==> src/rtl/wcs_pkg.sv <==
package wcs_pkg;

   typedef enum logic {
      WCS_IDLE = 1'b0,
      WCS_RUN  = 1'b1
   } wcs_state_e;

   function automatic int unsigned wcs_idx_bits(input int unsigned n);
      return (n > 1) ? $clog2(n) : 1;
   endfunction

endpackage

==> src/rtl/wcs_slot_ctr.sv <==
module wcs_slot_ctr #(
   parameter int NUM_WORKERS = 4,
   parameter int WID_W       = 2,
   parameter int CHUNK_W     = 4,
   parameter int BLK_W       = 4
) (
   input  logic               clk,
   input  logic               rst_n,
   input  logic               load,
   input  logic               step,
   input  logic [CHUNK_W-1:0] chunk,
   input  logic [BLK_W-1:0]   blocks,
   output logic [WID_W-1:0]   wid,
   output logic [CHUNK_W-1:0] off,
   output logic [BLK_W-1:0]   blk,
   output logic               blk_end,
   output logic               last
);

   localparam logic [WID_W-1:0] WID_MAX = WID_W'(NUM_WORKERS - 1);

   logic [CHUNK_W-1:0] chunk_q;
   logic [BLK_W-1:0]   blocks_q;
   logic               off_end;
   logic               wid_end;

   assign off_end = (off == chunk_q - CHUNK_W'(1));
   assign wid_end = (wid == WID_MAX);
   assign blk_end = off_end && wid_end;
   assign last    = blk_end && (blk == blocks_q - BLK_W'(1));

   always_ff @(posedge clk) begin
      if (!rst_n) begin
         chunk_q  <= '0;
         blocks_q <= '0;
         wid      <= '0;
         off      <= '0;
         blk      <= '0;
      end else if (load) begin
         chunk_q  <= chunk;
         blocks_q <= blocks;
         wid      <= '0;
         off      <= '0;
         blk      <= '0;
      end else if (step) begin
         if (!off_end) begin
            off <= off + CHUNK_W'(1);
         end else begin
            off <= '0;
            if (!wid_end) begin
               wid <= wid + WID_W'(1);
            end else begin
               wid <= '0;
               blk <= blk + BLK_W'(1);
            end
         end
      end
   end

endmodule

==> src/rtl/wcs_addr_gen.sv <==
module wcs_addr_gen #(
   parameter int ADDR_W  = 16,
   parameter int CHUNK_W = 4,
   parameter int IDX_W   = 8
) (
   input  logic               clk,
   input  logic               rst_n,
   input  logic               load,
   input  logic               step,
   input  logic               blk_end,
   input  logic [ADDR_W-1:0]  base,
   input  logic [CHUNK_W-1:0] chunk,
   input  logic [CHUNK_W-1:0] off,
   output logic [ADDR_W-1:0]  addr,
   output logic [IDX_W-1:0]   elem_idx
);

   logic [IDX_W-1:0]   elem_base;
   logic [CHUNK_W-1:0] stride_q;

   assign elem_idx = elem_base + IDX_W'(off);

   always_ff @(posedge clk) begin
      if (!rst_n) begin
         addr      <= '0;
         elem_base <= '0;
         stride_q  <= '0;
      end else if (load) begin
         addr      <= base;
         elem_base <= '0;
         stride_q  <= chunk;
      end else if (step) begin
         addr <= addr + ADDR_W'(1);
         if (blk_end) begin
            elem_base <= elem_base + IDX_W'(stride_q);
         end
      end
   end

endmodule

==> src/rtl/wcs_lane_mux.sv <==
module wcs_lane_mux #(
   parameter int NUM_WORKERS = 4,
   parameter int DATA_W      = 32,
   parameter int WID_W       = 2,
   parameter bit MUX_AND_OR  = 1'b1
) (
   input  logic                          active,
   input  logic [WID_W-1:0]              wid,
   input  logic [NUM_WORKERS*DATA_W-1:0] wk_data,
   input  logic [NUM_WORKERS-1:0]        wk_valid,
   output logic [NUM_WORKERS-1:0]        grant,
   output logic [DATA_W-1:0]             sel_data,
   output logic                          sel_valid
);

   for (genvar g = 0; g < NUM_WORKERS; g++) begin : g_grant
      assign grant[g] = active && (wid == WID_W'(g));
   end

   if (MUX_AND_OR) begin : g_andor
      always_comb begin
         sel_data  = '0;
         sel_valid = 1'b0;
         for (int g = 0; g < NUM_WORKERS; g++) begin
            if (grant[g]) begin
               sel_data  = sel_data | wk_data[g*DATA_W +: DATA_W];
               sel_valid = sel_valid | wk_valid[g];
            end
         end
      end
   end else begin : g_index
      assign sel_data  = wk_data[int'(wid)*DATA_W +: DATA_W];
      assign sel_valid = active && wk_valid[wid];
   end

endmodule

==> src/rtl/coalesce_wr_seq.sv <==
module coalesce_wr_seq #(
   parameter int NUM_WORKERS = 4,
   parameter int ADDR_W      = 16,
   parameter int DATA_W      = 32,
   parameter int CHUNK_W     = 4,
   parameter int BLK_W       = 4,
   parameter bit MUX_AND_OR  = 1'b1
) (
   input  logic                          clk,
   input  logic                          rst_n,
   input  logic                          cmd_valid,
   output logic                          cmd_ready,
   input  logic [ADDR_W-1:0]             cmd_base,
   input  logic [CHUNK_W-1:0]            cmd_chunk,
   input  logic [BLK_W-1:0]              cmd_blocks,
   output logic [NUM_WORKERS-1:0]        grant,
   output logic [BLK_W+CHUNK_W-1:0]      elem_idx,
   input  logic [NUM_WORKERS*DATA_W-1:0] wk_data,
   input  logic [NUM_WORKERS-1:0]        wk_valid,
   output logic                          mem_we,
   output logic [ADDR_W-1:0]             mem_addr,
   output logic [DATA_W-1:0]             mem_wdata,
   output logic                          busy,
   output logic                          done
);
   import wcs_pkg::*;

   localparam int WID_W = wcs_idx_bits(NUM_WORKERS);
   localparam int IDX_W = BLK_W + CHUNK_W;

   if (NUM_WORKERS < 2) begin : g_chk_workers
      $error("coalesce_wr_seq: NUM_WORKERS must be at least 2");
   end
   if (DATA_W < 8) begin : g_chk_data
      $error("coalesce_wr_seq: DATA_W must be at least 8");
   end
   if (CHUNK_W < 1 || BLK_W < 1 || ADDR_W < 2) begin : g_chk_fields
      $error("coalesce_wr_seq: field widths too small");
   end

   wcs_state_e         state_q;
   logic               accept;
   logic               zero_len;
   logic               load;
   logic               fire;
   logic               sel_valid;
   logic               blk_end;
   logic               last;
   logic [WID_W-1:0]   wid;
   logic [CHUNK_W-1:0] off;
   logic [BLK_W-1:0]   blk;

   assign busy      = (state_q == WCS_RUN);
   assign cmd_ready = !busy;
   assign accept    = cmd_valid && cmd_ready;
   assign zero_len  = (cmd_chunk == '0) || (cmd_blocks == '0);
   assign load      = accept && !zero_len;
   assign fire      = busy && sel_valid;
   assign mem_we    = fire;

   always_ff @(posedge clk) begin
      if (!rst_n) begin
         state_q <= WCS_IDLE;
         done    <= 1'b0;
      end else begin
         done <= 1'b0;
         if (accept) begin
            if (zero_len) begin
               done <= 1'b1;
            end else begin
               state_q <= WCS_RUN;
            end
         end else if (fire && last) begin
            state_q <= WCS_IDLE;
            done    <= 1'b1;
         end
      end
   end

   wcs_slot_ctr #(
      .NUM_WORKERS(NUM_WORKERS),
      .WID_W      (WID_W),
      .CHUNK_W    (CHUNK_W),
      .BLK_W      (BLK_W)
   ) u_slot (
      .clk    (clk),
      .rst_n  (rst_n),
      .load   (load),
      .step   (fire),
      .chunk  (cmd_chunk),
      .blocks (cmd_blocks),
      .wid    (wid),
      .off    (off),
      .blk    (blk),
      .blk_end(blk_end),
      .last   (last)
   );

   wcs_addr_gen #(
      .ADDR_W (ADDR_W),
      .CHUNK_W(CHUNK_W),
      .IDX_W  (IDX_W)
   ) u_addr (
      .clk     (clk),
      .rst_n   (rst_n),
      .load    (load),
      .step    (fire),
      .blk_end (blk_end),
      .base    (cmd_base),
      .chunk   (cmd_chunk),
      .off     (off),
      .addr    (mem_addr),
      .elem_idx(elem_idx)
   );

   wcs_lane_mux #(
      .NUM_WORKERS(NUM_WORKERS),
      .DATA_W     (DATA_W),
      .WID_W      (WID_W),
      .MUX_AND_OR (MUX_AND_OR)
   ) u_mux (
      .active   (busy),
      .wid      (wid),
      .wk_data  (wk_data),
      .wk_valid (wk_valid),
      .grant    (grant),
      .sel_data (mem_wdata),
      .sel_valid(sel_valid)
   );

   logic unused_blk;
   assign unused_blk = ^blk;

endmodule

==> config.mk <==
export PLATFORM = sky130hd
export DESIGN_NAME = coalesce_wr_seq
export DESIGN_NICKNAME = d
export VERILOG_FILES = /design/src/rtl/wcs_pkg.sv /design/src/rtl/wcs_slot_ctr.sv /design/src/rtl/wcs_addr_gen.sv /design/src/rtl/wcs_lane_mux.sv /design/src/rtl/coalesce_wr_seq.sv
export SDC_FILE = /design/constraint.sdc
export NUM_CORES = 1
export LEC_CHECK = 0
export BUFFER_PORTS_ARGS = -buffer_cell sky130_fd_sc_hd__buf_4
export CAP_MARGIN = 20
export CORE_UTILIZATION = 42
export CTS_CLUSTER_SIZE = 25
export DETAILED_ROUTE_END_ITERATION = 16
export PLACE_DENSITY = 0.85
export SYNTH_ARGS = -nofsm -noshare
export SYNTH_HDL_FRONTEND = slang
export SYNTH_SLANG_ARGS = --single-unit
export TNS_END_PERCENT = 30
==> constraint.sdc <==
create_clock -name clk -period 2.3 [get_ports clk]
set_input_delay 0 -clock clk [delete_from_list [all_inputs] [get_ports clk]]
set_output_delay 0 -clock clk [all_outputs]
set_load 0.01 [all_outputs]
== Word-level counts from Yosys, hierarchy flattened ==
Index checks and enable logic that the tools add are counted.

* Input port bits: 159
* Register bits after elaboration: 44
* Word-level logic and storage cells: 71
* Output and inout port bits: 64

* Bitwise gates (word level): 7
* Mux-type cells: 18
* Reduce and logical (&&, ||, !) cells: 23
* $add $sub $neg: 8
* Eq/ne operators: 6

{| class="wikitable"
|+ Operators with widths
! kind !! number
|-
| 32-bit two-way mux || 4
|-
| 32-bit OR || 3
|-
| 16-bit two-way mux || 2
|-
| 16-bit by 1-bit adder with 16-bit output, second input constant || 1
|-
| 8-bit by 4-bit adder with 8-bit output || 2
|-
| 1-bit logical AND || 10
|-
| 1-bit two-way mux || 10
|-
| 4-bit by 1-bit adder with 4-bit output, second input constant || 2
|-
| 4-bit equality test || 2
|-
| 4-bit zero test || 2
|-
| 4-bit by 1-bit subtractor with 4-bit output, second input constant || 2
|-
| 2-bit AND reduction || 3
|-
| 2-bit equality test, second input constant || 2
|-
| 4-bit two-way mux || 1
|-
| 2-bit nonzero test || 2
|-
| 1-bit OR || 3
|-
| 3-bit AND reduction || 1
|-
| 2-bit by 1-bit adder with 2-bit output, second input constant || 1
|-
| 2-bit by 1-bit equality test with 1-bit output, second input constant || 1
|-
| 1-bit zero test || 2
|-
| 2-bit zero test || 1
|-
| 2-bit two-way mux || 1
|-
| 2-bit != test, second input constant || 1
|-
| 2-bit OR reduction || 1
|-
| other kinds (2) || 2
|}

== Depth between registers and ports, before layout ==
Gate-level depths: netlist (run 1).

* Word-level depth: 13
* Depth in mapped cells: 8
* Mapped depth without buffers: 8

== Cells and area by module ==
From an unflattened synthesis (run 1), not the netlist that was laid out.

* Cells, all modules: 436
* Area total of the unflattened synthesis: 3,734.8 um^2

{| class="wikitable"
|+ Modules (own cells, without submodules)
! module !! area an instance (um^2) !! cells each !! sequential area each (um^2) !! instances
|-
| wcs_addr_gen || 1,647.8 || 199 || 560.5 || 1
|-
| wcs_lane_mux || 999.7 || 121 || 0.0 || 1
|-
| wcs_slot_ctr || 982.2 || 102 || 360.3 || 1
|-
| coalesce_wr_seq || 105.1 || 14 || 40.0 || 1
|}

== Worst setup path before layout (run 1) ==
OpenSTA, ideal clock, no wires.

* Path kind: register to register
* Start point: register u_slot.chunk_q[0]
* End point: register u_addr.elem_base[7]
* Path buffers: 0
* Library setup time: 0.072 ns
* Setup slack: 0.258 ns
* Clock period less this slack: 2.042 ns
* Cell stages (with the launch flop): 8
* Required time: 2.228 ns
* Data arrival time: 1.970 ns
* Cells stage by stage: dfxtp_1 inv_1 ha_1 xnor2_1 a2111oi_4 nand3_2 or4_1 a21oi_1

* Word-level cells in the longest chain between the ends: 4
* Elaborated cells between the ends (all ways): 5
* Classes of those cells: add/sub: 2; eq/ne: 1; reduce/logical: 2

{| class="wikitable"
|+ RTL lines
! item !! line !! RTL
|-
| from (decl) || wcs_slot_ctr.sv:22 || <nowiki>logic [CHUNK_W-1:0] chunk_q;</nowiki>
|-
| from (signal assigned) || wcs_slot_ctr.sv:40 || <nowiki>chunk_q <= chunk;</nowiki>
|-
| 4-bit by 1-bit subtractor with 4-bit output || wcs_slot_ctr.sv:27 || <nowiki>assign off_end = (off == chunk_q - CHUNK_W'(1));</nowiki>
|-
| 4-bit equality test || wcs_slot_ctr.sv:27 ||
|-
| 1-bit logical AND || wcs_slot_ctr.sv:29 || <nowiki>assign blk_end = off_end && wid_end;</nowiki>
|-
| 2-bit AND reduction (no source line) || -- ||
|-
| to (signal assigned) || wcs_addr_gen.sv:35 || <nowiki>elem_base <= elem_base + IDX_W'(stride_q);</nowiki>
|-
| to (decl) || wcs_addr_gen.sv:18 || <nowiki>logic [IDX_W-1:0] elem_base;</nowiki>
|}

Several ways; a longest one is shown, not always the timed one.
A chain may end at the register's enable or synchronous reset.

== Final worst setup path (run 1) ==
* Start point: register u_slot.chunk_q[1]
* End point: register u_addr.elem_base[7]

The elaborated chain is that of the path after synthesis.

==> results of run 1 <==
==> power groups by stage <==
| stage | registers, uW | logic, uW | clock network (uW) |
|---|---|---|---|
| 6_report | 849 | 648 | 629 |
| 5_1_grt | 853 | 699 | 666 |
| 4_1_cts | 847 | 643 | 633 |
| 3_5_place_dp | 864 | 620 | 0 |
| 3_3_place_gp | 863 | 602 | 0 |
| 2_1_floorplan | 869 | 231 | 0 |
==> area by class of cell <==
class,count,area (um2),share of cell area
multi-input cells,312,2200,0.413
inverters,17,63.8,0.0120
clock inverters,2,38.8,0.00728
clock buffers,6,82.6,0.0155
flip-flops and latches,44,882,0.166
repair buffers,253,1940,0.364
well taps,99,124,0.0233
==> kinds of logic (layout without fill, tap and decap cells) <==
group / Yosys count / count (layout) / synth area share
multiplexers: 14 / 14 / 0.0435
XOR/XNOR: 40 / 40 / 0.109
AND/OR/NAND/NOR: 112 / 112 / 0.170
adder cells (fa/ha/maj): 19 / 19 / 0.0784
flip-flops: 44 / 44 / 0.273
buffers and inverters: 42 / 278 / 0.0509
AO/OA/AOI/OAI: 127 / 127 / 0.275
==> how the worst max path moves through the flow <==
| stage | endpoint | slack, ps | cells past startpoint |
|---|---|---|---|
| finish | u_addr.elem_base[7]$_SDFFE_PP0P_ | 80 | 7 |
| global route | u_addr.elem_base[7]$_SDFFE_PP0P_ | 1 | 7 |
| CTS | u_addr.elem_base[7]$_SDFFE_PP0P_ | 60 | 7 |
| detailed placement | u_addr.elem_base[6]$_SDFFE_PP0P_ | 80 | 7 |
| global placement | u_addr.elem_base[7]$_SDFFE_PP0P_ | 190 | 7 |
| floorplan | u_addr.elem_base[7]$_SDFFE_PP0P_ | 260 | 7 |
==> metrics by stage <==
step | hold WS (ps) | cell area, um2 | utilization | total power [uW] | cells
2_1_floorplan | 128 | 3220 | - | 1100 | 398
3_3_place_gp | 240 | 5040 | 0.688 | 1470 | 710
3_5_place_dp | 248 | 5040 | 0.688 | 1480 | 710
4_1_cts | 3.54 | 5320 | 0.725 | 2120 | 733
5_1_grt | 22.3 | 5330 | 0.726 | 2220 | 733
6_report | 6.41 | 5330 | 0.726 | 2130 | 733
==> routing by layer <==
| metal | routed length [um] | global-route usage |
|---|---|---|
| met2 | 6480 | 0.562 |
| met1 | 4640 | 0.310 |
| met4 | 325 | 0.0996 |
| met3 | 1080 | 0.0667 |
| met5 | 0 | 0 |
==> tightest hold or removal path, stage by stage <==
cell and delay [ps]:
buf_4 100, a22oi_1 70, nor2b_1 100
==> sequential cells by signal, indices dropped and copies added (netlist names) <==
name	flops
u_addr.addr	16
u_addr.elem_base	8
u_slot.blk	4
u_slot.blocks_q	4
u_slot.chunk_q	4
u_slot.off	4
u_slot.wid	2
busy	1
done	1
==> what timing repair did <==
| item | in CTS | in global routing |
|---|---|---|
| gates resized for setup | 0 | 3 |
| setup endpoints to repair | 0 | 20 |
| endpoints found under the hold margin | 15 | 0 |
| hold buffers | 15 | 0 |
| buffers inserted | 0 | 0 |
==> cell usage in the layout, fill, tap and decap left out, drive strengths merged, types with 5 or more instances in the layout <==
cell type	Yosys	layout
or3	5	5
o21ai	18	18
nand4	5	5
clkbuf	19	6
dfxtp	44	44
xor2	14	14
buf	6	238
xnor2	26	26
nor2	14	14
dlygate4sd3	0	15
nand3	12	12
inv	17	17
ha	17	17
nor3	6	6
a21o	5	5
a21oi	26	26
nor2b	11	11
a22oi	67	67
mux2i	14	14
nand2	44	44
==> metrics.txt, run 1 <==
run status=complete, no violations; worst r2r dst=u_addr.elem_base[7]$_SDFFE_PP0P_; clock share of power=0.296; Worst Hold End=u_slot.blocks_q[3]$_SDFFE_PN0P_; FP Rows=31; Antenna Cells=0; pin count of the biggest net entering global routing=31; Wirelength per Cell=17.1 um; clk slew on worst S/H paths=~90 ps; Sw Share=0.278; worst stage delay on the critical path=510 ps; RR Startpoint=u_slot.chunk_q[1]$_SDFFE_PN0P_; combinational power share=0.305; syn nets=between 500 and 600; Die ar.=8030 um2; Seq cells post-synth=44; most frequent cell after synthesis=a22oi_1; Critical-path top delay cell=or4_1; DP Worst Slack=between 80 and 90 ps; Hold Path Origin=cmd_blocks[3]; area share of the largest cell type after synthesis=0.273; nets=811; Arr. time, crit path=around 2400 ps; Pre-antenna DRT Iters=5; Cell Area, Synth=3220 um2; ranking of synthesized cells by area=dfxtp_1 27%, a22oi_1 16%, xnor2_1 7.1%; Worst R2R Path Depth=7; P_int=between 1500 and 2000 uW; Skew-Pair Late Insertion Delay=300 ps; most frequent cells after synthesis=67 x a22oi_1, 44 x dfxtp_1, 44 x nand2_1, 26 x a21oi_1, 26 x xnor2_1; core area=7330 um2; Worst Tran Pin Value=approximately 760 ps; mean area per synthesized cell=8.10 um2; Initial Utilization=0.439; Area growth, synth to finish=65.3%; HPWL after detailed placement=a little under 10 mm; max_cap viols=0; relative slew slack=0.490; ys flop type=dfxtp_1; period utilization=0.964; Post-synth EDFFs=0; # H-tree levels=2; Crit. Startpoint=u_slot.chunk_q[1]$_SDFFE_PN0P_; clock sink total=44; Synth area leader=dfxtp_1; shortest period the worst path allows=2220 ps; WP buf/inv=1; initial antenna violation count=0; setup tns final=0 ps; Num CTS Buffers=5; fraction of registers with async set or reset after synthesis=0; unrepaired setup endpoints after global routing=false; sequential share of power=0.399; global-route wire length before repair=17.9 mm; PortBufs=222; clock skew=8.61 ps; Switch Pwr=just under 600 uW; layout cells sized above 1=0.399; synth unique cells=36; crit-path cells=inv_1 > ha_1 > xnor2_1 > a2111oi_4 > nand3_4 > or4_1 > a21oi_1; CP delay by family, top=simple AND/OR/NAND/NOR gates; Clock Tree Root=clkbuf_8; CP max FO=12; post-synthesis cell count=slightly below 400; HP Class=in -> reg; GRT overflow=0; Worst VDD drop=0.354 mV; final hold violations=0; # IOs=223; Setup-failing EPs final=0; number of global-route vias before repair=3798; Residual DRC=0; Slew Viols, Final=0; kind of end point of the critical path=flop; total track usage=0.292; Die X=between 80 and 90 um; worst hold path cell count=3; LEAKAGE=0.00259 uW; Post-Route WL=around 13 mm; CTS tree=yes; FMAX=451 MHz; CTS Buffer Depth=2; Placer Congestion=0.907; r2r setup slk=80 ps; CP startpoint kind=flop; Die Y=roughly 90 um; via count=around 4000; Worst Path Required=2520 ps; fill cell count=545; Detail Route Antenna Nets=0; class of the most critical setup path=reg -> reg; Via density=around 5.5; Detailed Route Iter0 Violations=162; Seq/Total Area, Yosys=0.273; Pwr Density=about 400 nW/um2; PnR worst setup slack=83.3 ps; synth warn=0
Power figures use the tool's default switching activity.
==> run 2, diff against run 1 <==
--- a/config.mk
+++ b/config.mk
@@ -11,6 +11,7 @@
 export CTS_CLUSTER_SIZE = 25
 export DETAILED_ROUTE_END_ITERATION = 16
 export PLACE_DENSITY = 0.85
+export SKIP_LAST_GASP = 1
 export SYNTH_ARGS = -nofsm -noshare
 export SYNTH_HDL_FRONTEND = slang
 export SYNTH_SLANG_ARGS = --single-unit
==> constraint.sdc (replaced) <==
create_clock -name clk -period 2.2 [get_ports clk]
set_input_delay 0 -clock clk [delete_from_list [all_inputs] [get_ports clk]]
set_output_delay 0 -clock clk [all_outputs]
set_load 0.01 [all_outputs]
==> metrics.txt, run 2 (synthesis gave the netlist of run 1 again) <==
PortBufs=222 (unchanged); initial antenna violation count=0 (unchanged); fin cells=744 (+1.5%); # H-tree levels=2 (unchanged); final hold violations=2 (+2); Global Route met2 Usage=0.526 (-0.0358); M1 GR Usage=0.353 (+0.0424); shortest period the worst path allows=2250 ps (+35.4 ps); Residual DRC=0 (unchanged); commonest non-fill, non-tap cell in the layout=buf_4; Arr. time, crit path=2440 ps (about the same); GRT overflow=0 (unchanged); period utilization=1.02 (+0.0599); clk slew on worst S/H paths=90 ps (about the same); Die X=89.6 um (unchanged); Wirelength per Cell=18.4 um (+7.9%); # IOs=223 (unchanged); Die ar.=8030 um2 (unchanged); Via density=5.61 (+2.7%); hold slack=-3.29 ps (-9.69 ps); fin area=5480 um2 (+2.9%); Die Y=89.6 um (unchanged); RR Startpoint=u_slot.wid[1]$_SDFFE_PP0P_; FP Rows=31 (unchanged); Pwr Density=416 nW/um2 (+4.1%); Worst VDD drop=0.567 mV (+60%); Slew Viols, Final=0 (unchanged); Detailed Route Iter0 Violations=207 (+28%); Initial Utilization=0.439 (unchanged); relative slew slack=0.590 (+0.100); class of the most critical setup path=reg -> reg; FMAX=444 MHz (-1.6%); CTS Buffer Depth=2 (unchanged); total track usage=0.306 (+0.0139); Worst Path Required=2380 ps (-140 ps); Detail Route Antenna Nets=0 (unchanged); largest register by flop count=u_addr.addr; max reg flops=16 (unchanged); Placer Congestion=0.847 (-6.6%); Hold Path Origin=cmd_blocks[3]; CP startpoint kind=flop; run status=complete, but fails checks; busiest grt layer=met2; CP max FO=6 (-6); Area growth, synth to finish=70.1%; Post-Route WL=13.7 mm (+9.5%); met3 Use GR=0.0859 (+0.0192); kind of end point of the critical path=flop; global-route wire length before repair=18.9 mm (+5.3%); violated checks=hold timing, setup timing; clock sink total=44 (unchanged); HP Class=in -> reg; Pre-antenna DRT Iters=5 (unchanged); Crit. Startpoint=u_slot.wid[1]$_SDFFE_PP0P_; max_cap viols=0 (unchanged); Skew-Pair Late Insertion Delay=320 ps (+20 ps); Clock Tree Root=clkbuf_8; PnR worst setup slack=-52.1 ps (-135 ps); HPWL after detailed placement=9.78 mm (-1.3%); Antenna Cells=0 (unchanged); Setup-failing EPs final=1 (+1); nets=822 (+1.4%); setup tns final=-52.1 ps (-52.1 ps); Cells after DPL=710 (unchanged); Worst Tran Pin Value=611 ps (-152 ps); pin count of the biggest net entering global routing=39 (+26%); Cell Area, Placed=5060 um2 (+0.25%); unrepaired setup endpoints after global routing=true; core area=7330 um2 (unchanged); layout cells sized above 1=0.422 (+0.0227); Num CTS Buffers=5 (unchanged); Pwr Total=2280 uW (+7.2%); LEAKAGE=0.00266 uW (+2.5%); most frequent cells in the layout=244 x buf_4, 65 x a22oi_1, 44 x nand2_1; number of global-route vias before repair=3769 (-0.76%); via count=4171 (+4.2%); CTS tree=yes; Regs by FF count=u_addr.addr: 16 flops, u_addr.elem_base: 8 flops; clock skew=8.75 ps (+0.142 ps)
run 2: cell count changes in the layout (fill, tap and decap cells not counted), moves of 2 or more:
cell / delta
xnor2_2: +2
a22oi_2: +2
a22oi_1: -2
dfxtp_2: +2
buf_4: +6
dlygate4sd3_1: +3
dfxtp_1: -3
xnor2_1: -2
ha_1: -2
run 2: final timing paths:
path | slack, ps | depth (start not counted) | endpoint
max reg2reg | -50 | 8 | busy$_SDFFE_PN0P_
min reg2reg | 490 | 2 | u_slot.wid[0]$_SDFFE_PP0P_
min | -3 | 3 | u_slot.blocks_q[3]$_SDFFE_PN0P_
max | -50 | 8 | busy$_SDFFE_PN0P_
run 2: area by class of cell:
type | count | area, um2
timing repair buffer | 263 | 2030
sequential | 44 | 888
clock inverter | 2 | 38.8
fill | 517 | 1850
multi-input combinational | 313 | 2250
inverter | 17 | 63.8
tap | 99 | 124
clock buffer | 6 | 82.6
run 2: worst max-delay path: stages (launching register included):
cell and delay, ps:
dfxtp_1 380, ha_1 220, nand2_1 140, a2111oi_4 320, buf_4 200, nand3_4 110
buf_4 210, o31ai_1 370, a21boi_0 160
run 2: metrics by stage:
step                      setup slack, ps   util
final                               -52.1  0.748
after global routing                -85.1  0.748
after CTS                           -4.57  0.732
after detailed placement            0.254  0.690
after global placement                112  0.690
after floorplan                       158      -
run 2: power by group:
group | leakage (uW) | internal, uW | switching (uW)
combinational | 0.00224 | 412 | 301
sequential | 0.000362 | 838 | 53.5
clock | 0.0000614 | 371 | 302
run 2: layer usage:
metal,share of wire,routed length (um)
met5,0,0
met1,0.36,4970
met4,0.045,611
met3,0.093,1270
met2,0.50,6860
run 2: what timing repair did:
item / in CTS / in global routing
setup buffers: 0 / 7
gates resized for setup: 2 / 13
hold buffers: 18 / 0
pin swaps: 0 / 2
gates cloned: 0 / 1
endpoints found under the setup margin: 6 / 18
hold endpoints to repair: 18 / 0
